File: config.mk
export PLATFORM = sky130hd
export DESIGN_NAME = apb_wake_side_mon
export DESIGN_NICKNAME = d
export VERILOG_FILES = /design/src/rtl/wsmon_pkg.sv /design/src/rtl/wsmon_hold_cmp.sv /design/src/rtl/wsmon_wake.sv /design/src/rtl/wsmon_accum.sv /design/src/rtl/apb_wake_side_mon.sv
export SDC_FILE = /design/constraint.sdc
export NUM_CORES = 1
export LEC_CHECK = 0
export CAP_MARGIN = 20
export CORE_MARGIN = 3
export CORE_UTILIZATION = 51
export DETAILED_ROUTE_END_ITERATION = 7
export HOLD_SLACK_MARGIN = 0.02
export PLACE_DENSITY_LB_ADDON = 0.08
export SLEW_MARGIN = 20
export SYNTH_ARGS = -nofsm -noshare
export SYNTH_HDL_FRONTEND = slang
export SYNTH_SLANG_ARGS = --single-unit
export TNS_END_PERCENT = 1
File: constraint.sdc
create_clock -name clk -period 4.7 [get_ports clk]
set_input_delay 0.94 -clock clk [delete_from_list [all_inputs] [get_ports clk]]
set_output_delay 0.94 -clock clk [all_outputs]
set_load 0.01 [all_outputs]
File: src/rtl/wsmon_pkg.sv
package wsmon_pkg;

    localparam int ERR_N  = 5;
    localparam int WARN_N = 2;

    // Error events; the last member is bit 0, which is also the top priority.
    typedef struct packed {
        logic deadlock;
        logic addr_ctrl;
        logic wuser;
        logic auser;
        logic wake_drop;
    } err_ev_t;

    typedef struct packed {
        logic late_wake;
        logic false_wake;
    } warn_ev_t;

    // Bus phase decode of one cycle.
    typedef struct packed {
        logic setup;
        logic access;
        logic stall;
        logic done;
    } phase_t;

    function automatic phase_t decode_phase(logic sel, logic en, logic rdy);
        phase_t p;
        p.setup  = sel & ~en;
        p.access = sel & en;
        p.stall  = sel & en & ~rdy;
        p.done   = sel & en & rdy;
        return p;
    endfunction

    function automatic logic [ERR_N-1:0] lowest_one(logic [ERR_N-1:0] v);
        return v & (~v + 1'b1);
    endfunction

    function automatic logic [2:0] ones_in(logic [ERR_N-1:0] v);
        logic [2:0] n;
        n = '0;
        for (int i = 0; i < ERR_N; i++) begin
            n = n + {2'b00, v[i]};
        end
        return n;
    endfunction

endpackage

File: src/rtl/wsmon_hold_cmp.sv
module wsmon_hold_cmp #(
    parameter int W = 8
) (
    input  logic         clk,
    input  logic         rst,
    input  logic         capture,
    input  logic         check,
    input  logic [W-1:0] data,
    output logic         differs
);
    logic [W-1:0] ref_q;

    always_ff @(posedge clk) begin
        if (rst) begin
            ref_q <= '0;
        end else if (capture) begin
            ref_q <= data;
        end
    end

    assign differs = check & (data != ref_q);

endmodule

File: src/rtl/wsmon_wake.sv
module wsmon_wake
    import wsmon_pkg::*;
#(
    parameter int TIMEOUT = 64
) (
    input  logic   clk,
    input  logic   rst,
    input  logic   psel,
    input  logic   pwakeup,
    input  phase_t ph,
    output logic   ev_drop,
    output logic   ev_dead,
    output logic   ev_false,
    output logic   ev_late
);
    localparam int SW = $clog2(TIMEOUT + 1);
    localparam logic [SW-1:0] LIMIT = SW'(TIMEOUT);

    logic          bound_q;     // wakeup and select seen together, transfer open
    logic          seen_q;      // wakeup seen in this select period
    logic          pw_q;        // wakeup one cycle ago
    logic          had_sel_q;   // select seen during the current wakeup pulse
    logic [SW-1:0] stall_q;
    logic          stall_nowake;

    assign stall_nowake = ph.stall & ~(seen_q | pwakeup);
    assign ev_drop  = bound_q & ~pwakeup;
    assign ev_dead  = stall_nowake & (stall_q == LIMIT - 1'b1);
    assign ev_false = pw_q & ~pwakeup & ~had_sel_q & ~psel;
    assign ev_late  = ph.setup & pwakeup & ~pw_q;

    always_ff @(posedge clk) begin
        if (rst) begin
            bound_q   <= 1'b0;
            seen_q    <= 1'b0;
            pw_q      <= 1'b0;
            had_sel_q <= 1'b0;
            stall_q   <= '0;
        end else begin
            bound_q   <= (bound_q | (psel & pwakeup)) & ~ph.done;
            if (ph.done)       seen_q <= 1'b0;
            else if (pwakeup)  seen_q <= 1'b1;
            else if (!psel)    seen_q <= 1'b0;
            pw_q      <= pwakeup;
            had_sel_q <= pwakeup & (had_sel_q | psel);
            if (!stall_nowake)         stall_q <= '0;
            else if (stall_q != LIMIT) stall_q <= stall_q + 1'b1;
        end
    end

    assert_stall_limit_R6: assert property (@(posedge clk) disable iff (rst)
        stall_q <= LIMIT);
    assert_dead_needs_stall_R6: assert property (@(posedge clk) disable iff (rst)
        ev_dead |-> (psel && !pwakeup));
    assert_late_in_setup_R8: assert property (@(posedge clk) disable iff (rst)
        ev_late |-> (psel && pwakeup));

endmodule

File: src/rtl/wsmon_accum.sv
module wsmon_accum
    import wsmon_pkg::*;
#(
    parameter int CNT_W = 8
) (
    input  logic              clk,
    input  logic              rst,
    input  err_ev_t           err_ev,
    input  warn_ev_t          warn_ev,
    output logic [ERR_N-1:0]  err_flags,
    output logic [ERR_N-1:0]  err_code,
    output logic [CNT_W-1:0]  err_count,
    output logic [WARN_N-1:0] warn_flags,
    output logic [CNT_W-1:0]  false_wake_count
);
    localparam logic [CNT_W-1:0] CMAX = {CNT_W{1'b1}};

    function automatic logic [CNT_W-1:0] sat_add(logic [CNT_W-1:0] a, logic [2:0] inc);
        logic [CNT_W+3:0] s;
        s = {4'b0000, a} + {{(CNT_W+1){1'b0}}, inc};
        return (s > {4'b0000, CMAX}) ? CMAX : s[CNT_W-1:0];
    endfunction

    logic [ERR_N-1:0] ev_vec;
    assign ev_vec = err_ev;

    always_ff @(posedge clk) begin
        if (rst) begin
            err_flags        <= '0;
            err_code         <= '0;
            err_count        <= '0;
            warn_flags       <= '0;
            false_wake_count <= '0;
        end else begin
            err_flags  <= err_flags | ev_vec;
            err_code   <= lowest_one(ev_vec);
            err_count  <= sat_add(err_count, ones_in(ev_vec));
            warn_flags <= warn_flags | warn_ev;
            if (warn_ev.false_wake) begin
                false_wake_count <= sat_add(false_wake_count, 3'd1);
            end
        end
    end

    assert_flags_sticky_R9: assert property (@(posedge clk) disable iff (rst)
        (err_flags != '0) |=> ((err_flags & $past(err_flags)) == $past(err_flags)));
    assert_code_onehot_R10: assert property (@(posedge clk) disable iff (rst)
        $onehot0(err_code));
    assert_code_has_flag_R10: assert property (@(posedge clk) disable iff (rst)
        (err_code != '0) |-> ((err_code & err_flags) == err_code));
    assert_count_holds_R11: assert property (@(posedge clk) disable iff (rst)
        (err_count == CMAX) |=> (err_count == CMAX));
    assert_count_quiet_R11: assert property (@(posedge clk) disable iff (rst)
        (err_code == '0) |-> $stable(err_count));

endmodule

File: src/rtl/apb_wake_side_mon.sv
module apb_wake_side_mon
    import wsmon_pkg::*;
#(
    parameter int ADDR_W  = 32,
    parameter int AUSER_W = 16,
    parameter int WUSER_W = 8,
    parameter int TIMEOUT = 64,
    parameter int CNT_W   = 8
) (
    input  logic               clk,
    input  logic               rst,
    input  logic               psel,
    input  logic               penable,
    input  logic               pwrite,
    input  logic               pready,
    input  logic [ADDR_W-1:0]  paddr,
    input  logic               pwakeup,
    input  logic [AUSER_W-1:0] pauser,
    input  logic [WUSER_W-1:0] pwuser,
    output logic [4:0]         err_flags,
    output logic [4:0]         err_code,
    output logic [CNT_W-1:0]   err_count,
    output logic [1:0]         warn_flags,
    output logic [CNT_W-1:0]   false_wake_count
);
    phase_t   ph;
    logic     open_q;
    logic     wr_ref_q;
    logic     chk;
    err_ev_t  err_ev;
    warn_ev_t warn_ev;

    assign ph  = decode_phase(psel, penable, pready);
    assign chk = ph.access & open_q;

    always_ff @(posedge clk) begin
        if (rst) begin
            open_q   <= 1'b0;
            wr_ref_q <= 1'b0;
        end else begin
            if (ph.setup)     open_q <= 1'b1;
            else if (ph.done) open_q <= 1'b0;
            if (ph.setup)     wr_ref_q <= pwrite;
        end
    end

    wsmon_hold_cmp #(.W(ADDR_W + 1)) u_cmp_addr (
        .clk(clk), .rst(rst), .capture(ph.setup), .check(chk),
        .data({paddr, pwrite}), .differs(err_ev.addr_ctrl));

    wsmon_hold_cmp #(.W(AUSER_W)) u_cmp_auser (
        .clk(clk), .rst(rst), .capture(ph.setup), .check(chk),
        .data(pauser), .differs(err_ev.auser));

    wsmon_hold_cmp #(.W(WUSER_W)) u_cmp_wuser (
        .clk(clk), .rst(rst), .capture(ph.setup), .check(chk & wr_ref_q),
        .data(pwuser), .differs(err_ev.wuser));

    wsmon_wake #(.TIMEOUT(TIMEOUT)) u_wake (
        .clk(clk), .rst(rst), .psel(psel), .pwakeup(pwakeup), .ph(ph),
        .ev_drop(err_ev.wake_drop), .ev_dead(err_ev.deadlock),
        .ev_false(warn_ev.false_wake), .ev_late(warn_ev.late_wake));

    wsmon_accum #(.CNT_W(CNT_W)) u_accum (
        .clk(clk), .rst(rst), .err_ev(err_ev), .warn_ev(warn_ev),
        .err_flags(err_flags), .err_code(err_code), .err_count(err_count),
        .warn_flags(warn_flags), .false_wake_count(false_wake_count));

    assert_wuser_read_quiet_R4: assert property (@(posedge clk) disable iff (rst)
        (open_q && !wr_ref_q) |-> !err_ev.wuser);
    assert_no_check_idle_R3: assert property (@(posedge clk) disable iff (rst)
        !psel |=> ((err_code & 5'b01110) == 5'b00000));

endmodule

# Yosys cells after proc, flatten, opt, wreduce, memory -nomap -nowiden
# Cells that the tools add are included.
[op_classes]
addsub = 8
reduce_logical = 3
muxes = 6
bitwise = 36
order_cmp = 2
n_eq_ne = 6
[op_table]
columns = ["op", "count"]
rows = [
  ["$ne A33 B33 Y1", 1],
  ["$gt A12 B8 Y1 const B", 2],
  ["$and A1 B1 Y1", 20],
  ["$mux W8", 2],
  ["$ne A16 B16 Y1", 1],
  ["$add A3 B1 Y3", 3],
  ["$add A8 B1 Y9 const B", 1],
  ["$add A8 B3 Y9", 1],
  ["$not A1 Y1", 9],
  ["$ne A8 B8 Y1", 1],
  ["$add A7 B1 Y7 const B", 1],
  ["$eq A7 B6 Y1 const B", 1],
  ["$ne A7 B7 Y1 const B", 1],
  ["$add A5 B1 Y5 const B", 1],
  ["$and A5 B5 Y5", 1],
  ["$not A5 Y5", 1],
  ["$or A5 B5 Y5", 1],
  ["$mux W1", 4],
  ["$reduce_or A2 Y1", 2],
  ["$or A1 B1 Y1", 3],
  ["$add A1 B1 Y2", 1],
  ["$ne A2 B1 Y1 const B", 1],
  ["$or A2 B2 Y2", 1],
  ["$reduce_bool A2 Y1", 1],
]
[word_totals]
elab_cells = 76
output_inout_bits = 28
register_bits = 98

# Logic depth before layout (Yosys ltp)
# Gate-level depths: netlist of run 1.
[logic_depth]
ltp_word = 10
depth_mapped = 17
ltp_nobuf = 17

# By module
# Synthesis of run 1 repeated with hierarchy kept, for this count alone.
[hier_totals]
cells_unflattened = 455
hier_area_um2 = 4468.0
[by_module_without_submodules]
columns = ["module", "seq_area_each_um2", "area_per_inst_um2", "cells_per_inst", "n_inst"]
rows = [
  ["wsmon_hold_cmp (u_cmp_addr)", 660.6, 1512.7, 152, 1],
  ["wsmon_accum", 560.5, 1218.7, 126, 1],
  ["wsmon_hold_cmp (u_cmp_auser)", 320.3, 739.5, 73, 1],
  ["wsmon_wake", 220.2, 496.7, 54, 1],
  ["wsmon_hold_cmp (u_cmp_wuser)", 160.2, 371.6, 37, 1],
  ["apb_wake_side_mon", 40.0, 128.9, 13, 1],
]

# Least setup slack after synthesis of run 1
# No wires, ideal clock.
[synth_path]
path_kind = "input to register"
start = "input port pauser[7]"
end = "register u_accum.err_count[0]"
setup_slack_ns = 0.506
cell_stages = 16
t_arrival_ns = 4.124
required_ns = 4.630
setup_time_ns = 0.070
cell_sequence = "xor2_1 nor4_1 nand4_1 nand2_1 ha_1 inv_1 fa_1 inv_1 ha_1 fa_1 inv_1 fa_1 inv_1 a21oi_1 or3_1 a21oi_1"
[synth_via]
elab_chain_cells = 9
[synth_rtl]
columns = ["element", "line_no", "text"]
rows = [
  ["from (decl)", "apb_wake_side_mon.sv:18", "input logic [AUSER_W-1:0] pauser,"],
  ["$ne A16 B16 Y1 *", "wsmon_hold_cmp.sv:21", "assign differs = check & (data != ref_q);"],
  ["$and A1 B1 Y1 *", "wsmon_hold_cmp.sv:21", ""],
  ["$add A1 B1 Y2 *", "wsmon_pkg.sv:45", "n = n + {2'b00, v[i]};"],
  ["$add A3 B1 Y3 * (3 in series)", "wsmon_pkg.sv:45", ""],
  ["$add A8 B3 Y9 *", "wsmon_accum.sv:20", "s = {4'b0000, a} + {{(CNT_W+1){1'b0}}, inc};"],
  ["$gt A12 B8 Y1", "wsmon_accum.sv:21", "return (s > {4'b0000, CMAX}) ? CMAX : s[CNT_W-1:0];"],
  ["$mux W8 *", "wsmon_accum.sv:21", ""],
  ["to (signal assigned)", "wsmon_accum.sv:37", "err_count <= sat_add(err_count, ones_in(ev_vec));"],
  ["to (decl)", "wsmon_accum.sv:12", "output logic [CNT_W-1:0] err_count,"],
]
# Every way passes the cells marked *; elsewhere a longest branch is shown, timed or not.
# A chain may end at the register's enable or synchronous reset.

# Final worst setup path of run 1
[layout_path]
start = "input port paddr[1]"
end = "register u_accum.err_count[7]"
[layout_via]
elab_chain_cells = 7
[layout_rtl]
columns = ["element", "line_no", "text"]
rows = [
  ["from (decl)", "apb_wake_side_mon.sv:16", "input logic [ADDR_W-1:0] paddr,"],
  ["$ne A33 B33 Y1 *", "wsmon_hold_cmp.sv:21", ""],
  ["$and A1 B1 Y1 *", "wsmon_hold_cmp.sv:21", ""],
  ["$add A3 B1 Y3 * (2 in series)", "wsmon_pkg.sv:45", ""],
  ["$add A8 B3 Y9 *", "wsmon_accum.sv:20", ""],
  ["$gt A12 B8 Y1", "wsmon_accum.sv:21", ""],
  ["$mux W8 *", "wsmon_accum.sv:21", ""],
]
# Marks and branches as above.

==> impl_metrics.ini, run 1 <==
[status]
status = finished clean

[placement]
dp_hpwl_um = 6640
post-place-cells = 702
gp_congestion = 0.825
port_buffers = 90

[routing]
num_vias = 3672
vias_per_cell = 5.11
drtPass1Iterations = 4
drt_iter0_markers = 121
final_antenna_net_count = 0
drc = 0
wl_um = 9370
wl_per_cell_um = 13.1

[synth]
ys_ff_latch = 97
ys_warn_count = 0
synth_fp_nets = 594
ys_types = 38
synth.avg_cell_area_sq_um = 8.37
synth_area_sq_um = 4340
netlist_instances = 518
seq_area_frac_synth_pct = 44.8

[timing]
fmax_mhz = 221
setup_viol = 0
clock_skew_ns = 0.0130
tightest_slew_ns = 0.990
final.setup.tns_ns = 0
finalHoldViolations = 0
slew_headroom_pct = 34.0
post-route-period-util_pct = 96.2
min_period_ns = 4.52
final_max_slew_viol_count = 0

[flow_run]
max_cap_viol_count = 0

[worst_setup_path]
worstSetupPathType = in2reg
cp-start-kind = input pin
regToRegStartpoint = u_cmp_auser.ref_q[9]
critPathMaxFanout = 3
crit_arrival_ns = 4.78
cp.required_ns = 4.96
cp-startpoint = paddr[1]
cp-end-kind = register

[finish]
ff_latch_area_sq_um = 1940
layout-drive-gt1-share_pct = 7.18
syn_to_final_growth_pct = 29.5
fill_cells = 703
fin_cells = 718
layout_commonest_cell = nand2_1
fin_nets = 684
diodes = 0
final_cell_mix = nand2_1 (124), dfxtp_1 (97), a21oi_1 (77), clkdlybuf4s50_1 (77), xor2_1 (62)
multi_input_area_sq_um = 2280

[floorplan]
initial_core_util_pct = 52.8
dieArea_sq_um = 9650
coreArea_sq_um = 8220
ios = 91
die_h_um = 98.2
row_count = 33
die_w_um = 98.2

[global_routing]
grt_antenna_before_repair = 0
first_global_vias = 3620
overflow = 0
grt.total_usage_pct = 19.9
grt_pass1_wl_um = 16200
grt_max_degree = 58

[worst_hold_path]
hp-start = u_accum.err_flags[4]
hold_path.class = reg2reg

[power]
ir_drop_v = 0.000214
finalPower_uw = 1550
power_density_nw_per_um2 = 275
p_leak_uw = 0.00234

[clocking]
cts.path.max_buffers = 2
insertion_delay_ns = 0.36
clk_transition_reported_paths_ns = 0.08
h-tree-depth = 3
hold_buffers = 0
root_buffer = clkbuf_8
cts_made_buffers = 9
cts_tree = built
clock-sinks = 97
## layout make-up
type | instances | area share (%)
Tap cell | 105 | 2.34
Sequential cell | 97 | 34.6
Multi-Input combinational cell | 380 | 40.6
Timing Repair Buffer | 103 | 18.2
Clock buffer | 12 | 2.58
Inverter | 17 | 1.14
Clock inverter | 4 | 0.512
## cells by family after synthesis
| logic type | Yosys count | share of synthesized area (%) |
|---|---|---|
| AOI/OAI and AO/OA | 92 | 11.7 |
| xor gates and xnor gates | 68 | 13.7 |
| adders and majority gates | 13 | 4.27 |
| buffers and inverters | 41 | 3.78 |
| DFF | 97 | 44.8 |
| muxes | 1 | 0.231 |
| and+or+nand+nor | 206 | 21.5 |
## cells in the mapped netlist (all sizes together)
| cell type | n | share of area [%] |
|---|---|---|
| a211oi | 3 | 0.52 |
| a21o | 2 | 0.35 |
| a21oi | 78 | 9.0 |
| a31o | 1 | 0.20 |
| a31oi | 4 | 0.58 |
| a41oi | 1 | 0.20 |
| and3 | 4 | 0.58 |
| and3b | 1 | 0.20 |
| and4 | 1 | 0.20 |
| and4b | 2 | 0.46 |
| buf | 6 | 0.75 |
| clkbuf | 18 | 1.6 |
| dfxtp | 97 | 45 |
| fa | 3 | 1.4 |
| ha | 10 | 2.9 |
| inv | 17 | 1.5 |
| mux2i | 1 | 0.23 |
| nand2 | 124 | 11 |
| nand2b | 4 | 0.58 |
| nand3 | 5 | 0.58 |
| nand3b | 2 | 0.35 |
| nand4 | 5 | 0.87 |
| nor2 | 29 | 2.6 |
| nor2b | 3 | 0.43 |
| nor3 | 8 | 0.92 |
| nor4 | 14 | 2.0 |
| nor4b | 2 | 0.75 |
| o21a | 1 | 0.17 |
| o21bai | 1 | 0.17 |
| o31ai | 1 | 0.49 |
| or3 | 2 | 0.29 |
| xnor2 | 6 | 1.2 |
| xor2 | 62 | 13 |
## metrics by stage
stage / cell area [sq um] / worst slack [ns] / utilization (%) / hold slack, ns
floorplan: 4340 / 0.506 / - / 0.438
global placement: 5370 / -0.304 / 65.4 / 0.438
detailed placement: 5370 / -0.355 / 65.4 / 0.452
CTS: 5550 / 0.0226 / 67.5 / 0.466
global route: 5620 / -0.00986 / 68.4 / 0.484
finish: 5620 / 0.178 / 68.4 / 0.462
## report_power, final
part           internal (uW)  switching, uW  leakage (uW)  total [uW]
Sequential               850           19.0      0.000790         869
Combinational           99.3           93.4       0.00146         193
Clock                    208            278     0.0000826         485
## state kept, by name (all words and copies together) (netlist names)
name,flops
u_accum.false_wake_count,8
open_q,1
u_cmp_wuser.ref_q,8
u_wake.pw_q,1
u_wake.had_sel_q,1
u_accum.err_flags,5
u_accum.err_count,8
u_accum.warn_flags,2
u_wake.stall_q,7
u_accum.err_code,5
u_cmp_addr.ref_q,33
u_wake.bound_q,1
u_cmp_auser.ref_q,16
u_wake.seen_q,1
## critical path: stages
cell	delay (ns)
clkdlybuf4s50_1	0.45
xor2_1	0.16
nor4_1	0.40
nand4_1	0.21
o31ai_4	0.32
fa_1	0.44
inv_1	0.07
ha_2	0.17
fa_1	0.45
ha_1	0.29
a21o_1	0.17
a21oi_1	0.20
nor2_1	0.10
and4_1	0.20
a211oi_1	0.21
## path summary, 6_finish.rpt
path,slack [ns],to,cells past startpoint
setup reg to reg,0.79,u_accum.err_count[7],17
setup / recovery,0.18,u_accum.err_count[7],15
hold / removal,0.46,u_accum.err_flags[4],2
hold reg to reg,0.46,u_accum.err_flags[4],2
## layer usage
metal | part of all wire [%] | vias to the layer above | wire length (um) | GRT usage (%)
li1 | - | 1892 | - | -
met1 | 45 | 1703 | 4180 | 24.5
met2 | 49 | 65 | 4630 | 34.7
met3 | 4.7 | 12 | 437 | 4.79
met4 | 1.3 | 0 | 124 | 5.67
met5 | 0 | - | 0 | 0
## what timing repair did
item,4_1_cts,5_1_grt
gates resized for setup,0,21
buffers inserted,0,0
endpoints found under the setup margin,0,8
(Power assumes the default switching activity.)
==> inputs of run 2 (changes only) <==
--- a/config.mk
+++ b/config.mk
@@ -6,7 +6,7 @@
 export NUM_CORES = 1
 export LEC_CHECK = 0
 export CAP_MARGIN = 20
-export CORE_MARGIN = 3
+export CORE_MARGIN = 2
 export CORE_UTILIZATION = 51
 export DETAILED_ROUTE_END_ITERATION = 7
 export HOLD_SLACK_MARGIN = 0.02
==> run 2 against run 1 <==
Setup slack got worse by 0.011 ns. Non-clock buffer count increased by 2. Clock-buffer cell count shrank 2. Critical path type unchanged. Maximum frequency shrank 0.25%. Flip-flop and latch count stayed put. Largest cell class unchanged. Clock skew is 0.0039 ns lower.
==> impl_metrics.ini, run 2 (synthesis results as in run 1) <==
[worst_hold_path]
worstHoldPathCells = 2
hold_path.class = reg2reg
hold_end = u_accum.err_flags[3]
hp-start = u_accum.err_flags[3]

[finish]
layout_commonest_cell = nand2_1
fin_cells = 720
layout-drive-gt1-share_pct = 7.80
top_register = u_cmp_addr.ref_q
final_cell_mix = nand2_1 (124), dfxtp_1 (97), clkdlybuf4s50_1 (89)
fill_cells = 678
diodes = 0
fin_nets = 686
utilization_pct = 68.8
syn_to_final_growth_pct = 30.4
top_regs = u_cmp_addr.ref_q (33), u_cmp_auser.ref_q (16)
largest_reg_flops = 33

[timing]
setup_slack_ns = 0.167
slew_headroom_pct = 55.8
post-route-period-util_pct = 96.5
min_period_ns = 4.53
fmax_mhz = 221
finalHoldViolations = 0
final.setup.tns_ns = 0
tightest_slew_ns = 0.664
final_max_slew_viol_count = 0
clock_skew_ns = 0.00906
setup_viol = 0

[clocking]
h-tree-depth = 3
root_buffer = clkbuf_8
cts.path.max_buffers = 2
clk_transition_reported_paths_ns = 0.10
cts_tree = built
insertion_delay_ns = 0.36
hold_buffers = 0
clock-sinks = 97
cts_made_buffers = 9

[global_routing]
overflow = 0
grt_pass1_wl_um = 15200
grt_antenna_before_repair = 0
first_global_vias = 3538
grt_max_degree = 64
grt.total_usage_pct = 20.9

[flow_run]
max_cap_viol_count = 0

[placement]
post-place-cells = 703
port_buffers = 90
gp_congestion = 0.814
post-place-ws_ns = -0.372
dp_hpwl_um = 6380

[worst_setup_path]
cp-end-kind = register
critPathMaxFanout = 5
regToRegStartpoint = u_cmp_auser.ref_q[9]
rrSetupSlack_ns = 0.85
cp.required_ns = 5.00
r2r-end = u_accum.err_count[1]
crit_arrival_ns = 4.83
cp-start-kind = input pin
worstSetupPathType = in2reg
rr_worst_depth = 17

[power]
ir_drop_v = 0.000160
finalPower_uw = 1680
p_leak_uw = 0.00227
power_density_nw_per_um2 = 297

[floorplan]
dieArea_sq_um = 9260
ios = 91
coreArea_sq_um = 8220
initial_core_util_pct = 52.8
die_h_um = 96.2
die_w_um = 96.2
row_count = 33

[routing]
num_vias = 3657
drtPass1Iterations = 4
wl_per_cell_um = 12.8
final_antenna_net_count = 0
drt_iter0_markers = 123
wl_um = 9200
drc = 0
vias_per_cell = 5.08

[status]
status = finished clean
==> run 2: cell count changes in the layout (fill, tap and decap cells not counted), moves of 2 or more <==
cell             previous run  this run
clkbuf_1                    2         0
buf_4                      13        16
dlymetal6s2s_1             12         0
a21oi_1                    77        73
clkdlybuf4s50_1            77        89
bufinv_16                   0         2
nor4_1                     11        13
nor4_2                      3         1
a21oi_2                     1         5
==> run 2: what timing repair did <==
action,in CTS,in global routing
endpoints found under the setup margin,0,7
gates resized for setup,0,9
buffers inserted,0,1
==> run 2: worst max-delay path, cell delays in order <==
cell	delay, ns
clkdlybuf4s50_1	0.43
xor2_1	0.15
nor4_1	0.29
buf_4	0.16
nand4_1	0.14
nand2_1	0.14
ha_1	0.13
inv_1	0.05
fa_1	0.53
inv_1	0.05
ha_1	0.20
fa_1	0.50
inv_1	0.06
fa_2	0.37
inv_2	0.06
a21oi_1	0.07
or3_4	0.42
a21oi_2	0.14
==> run 2: layout make-up <==
cell class	count	area, sq um	area share, %
tap	105	131	2.32
sequential	97	1940	34.3
timing repair buffer	105	1010	17.9
clock inverter	6	90.1	1.59
clock buffer	10	138	2.43
inverter	17	63.8	1.13
multi-input combinational	380	2280	40.3
==> run 2: how the worst max path moves through the flow <==
stage	from	to	slack, ns	depth (start not counted)
after floorplan	pauser[7]	u_accum.err_count[0]	0.51	16
after global placement	pauser[14]	u_accum.err_count[0]	-0.29	18
after detailed placement	pauser[14]	u_accum.err_count[2]	-0.37	18
after CTS	pauser[14]	u_accum.err_count[0]	0.02	18
after global routing	pauser[9]	u_accum.err_count[0]	-0.009	18
final	pauser[9]	u_accum.err_count[1]	0.17	18
==> run 2: report_power, final <==
| group | total, uW | internal, uW | switching, uW |
|---|---|---|---|
| Combinational | 195 | 101 | 93.2 |
| Sequential | 869 | 850 | 18.7 |
| Clock | 613 | 316 | 297 |
==> run 2: per-layer routing <==
metal | wire length (um) | global-route usage (%) | vias up
met5 | 0 | 0 | -
li1 | - | - | 1889
met1 | 4290 | 25.5 | 1690
met2 | 4350 | 36.1 | 64
met3 | 400 | 4.31 | 14
met4 | 155 | 7.74 | 0
==> run 2: per-stage QoR <==
| step | area [sq um] | hold WS (ns) |
|---|---|---|
| floorplan | 4340 | 0.438 |
| CTS | 5610 | 0.464 |
| detailed placement | 5380 | 0.450 |
| global route | 5650 | 0.488 |
| global placement | 5380 | 0.440 |
| finish | 5650 | 0.463 |
